## src/rtl/twowire_mem_slave.sv

```systemverilog
module twowire_mem_slave #(
  parameter logic [3:0] DEV_ID    = 4'hA,
  parameter logic [2:0] DEV_SEL   = 3'd1,
  parameter int         ADDR_W    = 4,
  parameter int         PROT_LO   = 12,
  parameter int         PROT_HI   = 15,
  parameter int         WR_CYCLES = 400
) (
  input  logic clk,
  input  logic rst_n,
  input  logic scl_i,
  input  logic sda_i,
  output logic sda_oe,
  output logic busy
);
  localparam int DEPTH = 1 << ADDR_W;
  localparam int TW = $clog2(WR_CYCLES + 1);
  localparam logic [ADDR_W-1:0] P_LO = ADDR_W'(PROT_LO);
  localparam logic [ADDR_W-1:0] P_HI = ADDR_W'(PROT_HI);

  typedef enum logic [2:0] {S_IDLE, S_DEV, S_WADR, S_WDAT, S_READ, S_WAIT} st_t;

  logic [1:0] scl_sy, sda_sy;
  logic scl_q, sda_q;
  st_t st;
  logic [3:0] cnt;
  logic [7:0] sh, wdat;
  logic [ADDR_W-1:0] addr;
  logic pend, okay, mack;
  logic [TW-1:0] tmr;
  logic [7:0] mem [DEPTH];

  wire scl_s = scl_sy[1];
  wire sda_s = sda_sy[1];
  wire scl_rise = scl_s & ~scl_q;
  wire scl_fall = ~scl_s & scl_q;
  wire start_det = scl_s & scl_q & sda_q & ~sda_s;
  wire stop_det  = scl_s & scl_q & ~sda_q & sda_s;
  wire [ADDR_W-1:0] nxt = addr + 1'b1;
  wire [7:0] cur = mem[addr];
  wire prot = (addr >= P_LO) && (addr <= P_HI);
  wire id_ok = (sh[7:1] == {DEV_ID, DEV_SEL});

  always_ff @(posedge clk or negedge rst_n) begin
    if (!rst_n) begin
      scl_sy <= 2'b11; sda_sy <= 2'b11; scl_q <= 1'b1; sda_q <= 1'b1;
      st <= S_IDLE; cnt <= '0; sh <= '0; wdat <= '0; addr <= '0;
      pend <= 1'b0; okay <= 1'b0; mack <= 1'b0; sda_oe <= 1'b0;
      busy <= 1'b0; tmr <= '0;
      for (int i = 0; i < DEPTH; i++) mem[i] <= '0;
    end else begin
      scl_sy <= {scl_sy[0], scl_i};
      sda_sy <= {sda_sy[0], sda_i};
      scl_q  <= scl_s;
      sda_q  <= sda_s;
      if (busy) begin
        if (tmr == '0) busy <= 1'b0;
        else tmr <= tmr - 1'b1;
      end else if (start_det) begin
        st <= S_DEV; cnt <= '0; sda_oe <= 1'b0; pend <= 1'b0;
      end else if (stop_det) begin
        st <= S_IDLE; cnt <= '0; sda_oe <= 1'b0; pend <= 1'b0;
        if (pend) begin
          mem[addr] <= wdat;
          busy <= 1'b1;
          tmr <= TW'(WR_CYCLES - 1);
        end
      end else if (st != S_IDLE && st != S_WAIT) begin
        if (scl_rise) begin
          if (cnt < 4'd8) begin
            sh  <= {sh[6:0], sda_s};
            cnt <= cnt + 1'b1;
          end else if (cnt == 4'd8) begin
            mack <= ~sda_s;
            cnt  <= 4'd9;
          end
        end else if (scl_fall) begin
          if (cnt == 4'd8) begin
            case (st)
              S_DEV:   begin okay <= id_ok; sda_oe <= id_ok; end
              S_WADR:  begin okay <= 1'b1;  sda_oe <= 1'b1;  end
              S_WDAT:  begin okay <= ~prot; sda_oe <= ~prot; end
              default: sda_oe <= 1'b0;
            endcase
          end else if (cnt == 4'd9) begin
            cnt <= '0;
            sda_oe <= 1'b0;
            case (st)
              S_DEV:
                if (!okay) st <= S_WAIT;
                else if (sh[0]) begin st <= S_READ; sda_oe <= ~cur[7]; end
                else st <= S_WADR;
              S_WADR: begin addr <= sh[ADDR_W-1:0]; st <= S_WDAT; end
              S_WDAT:
                if (okay) begin wdat <= sh; pend <= 1'b1; end
                else st <= S_WAIT;
              S_READ:
                if (mack) begin addr <= nxt; sda_oe <= ~mem[nxt][7]; end
                else st <= S_WAIT;
              default: st <= S_WAIT;
            endcase
          end else if (st == S_READ && cnt != '0) begin
            sda_oe <= ~cur[3'd7 - cnt[2:0]];
          end
        end
      end
    end
  end

  assert_oe_scl_low_R11: assert property (@(posedge clk) disable iff (!rst_n)
    (sda_oe != $past(sda_oe)) |-> !scl_s);
  assert_busy_quiet_R7: assert property (@(posedge clk) disable iff (!rst_n)
    busy |-> !sda_oe);
  assert_commit_at_stop_R6: assert property (@(posedge clk) disable iff (!rst_n)
    $rose(busy) |-> $past(stop_det));
  assert_no_prot_commit_R8: assert property (@(posedge clk) disable iff (!rst_n)
    $rose(busy) |-> !prot);
  assert_wait_silent_R10: assert property (@(posedge clk) disable iff (!rst_n)
    (st == S_WAIT) |-> !sda_oe);
endmodule

```

## config.mk

```make
export PLATFORM = sky130hd
export DESIGN_NAME = twowire_mem_slave
export DESIGN_NICKNAME = d
export VERILOG_FILES = /design/src/rtl/twowire_mem_slave.sv
export SDC_FILE = /design/constraint.sdc
export NUM_CORES = 1
export LEC_CHECK = 0
export BUFFER_PORTS_ARGS = -buffer_cell sky130_fd_sc_hd__buf_2
export CAP_MARGIN = 0
export CORE_ASPECT_RATIO = 1.4
export CORE_UTILIZATION = 45
export CTS_CLUSTER_DIAMETER = 40
export CTS_CLUSTER_SIZE = 14
export DETAILED_ROUTE_END_ITERATION = 10
export PLACE_DENSITY = 0.66
export RECOVER_POWER = 100
export SLEW_MARGIN = 20
export SYNTH_ARGS = -nofsm -noshare
export SYNTH_HDL_FRONTEND = slang
export SYNTH_SLANG_ARGS = --single-unit
```

## constraint.sdc

```tcl
create_clock -name clk -period 5 [get_ports clk]
set_input_delay 0.75 -clock clk [delete_from_list [all_inputs] [get_ports clk]]
set_output_delay 0.75 -clock clk [all_outputs]
set_load 0.01 [all_outputs]
```

==> metrics.yaml <==
status:
  status: "complete, but fails checks"
  violations: "max-capacitance violations, max-slew violations"
floorplan:
  die_y_microns: 165
  core_sq_um: 18600
  rows: 59
  initial_core_util_pct: 46.1
  top_level_ports: 6
  die_area_sq_um: 19600
  die_x_microns: 119
clocking:
  cts-root-buf: "clkbuf_16"
  post-cts-setup-buffers: 0
  cts_hold_buf: 0
  clkLatencyLatePin_ns: 0.43
  tritoncts: "done"
  htreeDepth: 4
  cts.sink_count: 175
  cts_buffers: 17
  postCtsResizedCells: 0
  cts.reportedPaths.clkPinSlew_ns: 0.06
  clock_path_buffers: 2
synthesis:
  synth_warnings: 0
  ys_seq_elements: 175
  yosys.area.top_type: "dfrtp_1"
  synth.most_common_cell: "dfrtp_1"
  synth_ff_type: "dfrtp_1"
  synth_area_leaders: "dfrtp_1, mux2_2, mux4_2"
  synth_edf_count: 0
  postSynthNetCount: 657
  syn-cell-area_sq_um: 8570
  synth_cells: 642
  yosys.cell_types.count: 57
  synthTopCellsByCount: "dfrtp_1, mux2_2, mux4_2, nand2_1, nor2_1"
  ys_seq_area_share_pct: 51.2
  yosysTopAreaCellShare_pct: 49.4
  synth_area_per_cell_sq_um: 13.3
  synth-async-reset-ratio_pct: 100
route:
  postRouteAntennaNets: 0
  via_count: 5211
  wl_per_cell_microns: 21.6
  via_per_inst: 5.90
  drtIter0Drc: 407
  first_pass_iters: 5
  drc_errors: 0
  routed_wl_mm: 19.1
critical_path:
  cp_max_fo: 38
  path_delay_family: "flip-flops"
  cp.required_ns: 5.33
  critPathKind: "register to register"
  cp-end-kind: "register"
  start_kind: "register"
  crit_buf_inv: 1
  cp_data_arrival_time_ns: 3.92
  critPathSlowestCell: "dfrtp_1"
  slowest_delay_ns: 1.57
  path_cells: "inv_1 > ha_1 > mux4_2 > nor4_1 > a211oi_1 > a311o_1 > o311ai_2"
pwr:
  p_sw_share_pct: 23.7
  internal-power_mw: 2.25
  seq_power_share_pct: 51.3
  pwr-share-clk_pct: 43.6
  power_leakage_nw: 4.24
  ir_drop_mv: 0.246
  combPwrFrac_pct: 5.1
  power.density_nw_per_um2: 320
  p_switching_uw: 700
layout:
  antenna_cells: 0
  final_layout_size_suffix_gt1_share_pct: 35.2
  nets: 641
  multi_input_area_sq_um: 3860
  register_area_sq_um: 4390
  fillCellCount: 1595
  synthToLayoutAreaGrowth_pct: 7.74
timing:
  hold_violations: 0
  layout_min_cycle_time_ns: 3.59
  fin_skew_ns: 0.00767
  maxSlewHeadroom_pct: -67.7
  drv_slew: 136
  final.setup.tns_ns: 0
  rsz0062_at_grt: "false"
  period_share_pct: 71.8
  setup-violations-final: 0
  max_clock_freq_mhz: 279
  worst_pin_slew_ns: 2.52
  whs_ns: 0.356
global_route:
  grt_first_pass_wirelength_mm: 31.4
  grt_start_max_net_pins: 83
  grt_usage_pct: 21.1
  antenna_found_initial: 0
  grt_pass1_vias: 5606
  gr-total-overflow: 0
placed_design:
  place.gp.congestion: 0.856
  io_buffers: 5
  place_hpwl_mm: 13.1
flow_run:
  maxCapViolations: 3
hold_path:
  hold_class: "input pin to async pin"
metal layers:
layer / part of all wire, % / global-route usage (%)
met5: 0 / 0
met4: 3.1 / 10.4
met3: 3.2 / 3.40
met2: 53 / 37.5
met1: 40 / 24.8
area by class of cell:
type,count,area share (%)
flip-flops and latches,175,47.5
clock inverters,9,0.908
well taps,244,3.31
repair buffers,9,0.515
clock buffers,23,5.29
multi-input cells,408,41.8
inverters,15,0.610
cells by family after synthesis:
kind of cell             after synthesis  synth area share (%)
XOR/XNOR                              10                  1.02
buffers and inverters                 59                  3.10
multiplexers                         190                  29.4
AO/OA/AOI/OAI                         62                  5.23
flip-flops                           175                  51.2
adder cells (fa/ha/maj)               11                  1.61
AND/OR/NAND/NOR                      135                  8.40
flip-flops by register name, indices dropped and copies added (netlist names):
register  flops
sda_sy        2
mem         128
pend          1
cnt           4
mack          1
sda_q         1
tmr           9
st            3
busy          1
sda_oe        1
scl_sy        2
addr          4
sh            8
okay          1
wdat          8
scl_q         1
metrics by stage:
stage	utilization [%]	power (mW)	area (sq um)	setup slack, ns	std cells
CTS	50.0	2.98	9300	2.03	883
global route	49.6	3.06	9230	1.08	883
floorplan	-	1.62	8570	2.32	642
detailed placement	46.9	1.69	8730	2.04	851
global placement	46.9	1.69	8730	2.11	851
finish	49.6	2.95	9230	1.41	883
power groups by stage:
stage	Combinational, mW	Sequential (mW)	Clock (mW)
2_1_floorplan	0.112	1.50	0
3_3_place_gp	0.149	1.54	0
3_5_place_dp	0.154	1.54	0
4_1_cts	0.155	1.52	1.31
5_1_grt	0.170	1.52	1.37
6_report	0.151	1.52	1.29
placed cells by master (no fill, tap or decap), types with 9 or more instances in the layout:
cell type / count
mux2i_1: 9
o21ai_0: 12
inv_1: 15
nor2_1: 27
a21oi_1: 18
mux4_2: 35
ha_1: 11
nand3_1: 13
and3_1: 16
clkbuf_16: 17
dfrtp_1: 168
mux2_2: 146
nand2_1: 31
final timing paths:
| path | slack, ns | from | cells after the start | endpoint |
|---|---|---|---|---|
| hold / removal | 0.36 | rst_n | 1 | tmr[0]$_DFFE_PN0P_ |
| setup / recovery | 1.41 | addr[1]$_DFFE_PN0P_ | 7 | sda_oe$_DFFE_PN0P_ |
| max in group asynchronous | 1.74 | rst_n | 2 | addr[0]$_DFFE_PN0P_ |
| hold reg to reg | 0.36 | sda_sy[0]$_DFF_PN1_ | 0 | sda_sy[1]$_DFF_PN1_ |
| setup reg to reg | 1.41 | addr[1]$_DFFE_PN0P_ | 7 | sda_oe$_DFFE_PN0P_ |
| min in group clk | 0.36 | sda_sy[0]$_DFF_PN1_ | 0 | sda_sy[1]$_DFF_PN1_ |
(Power assumes the default switching activity.)
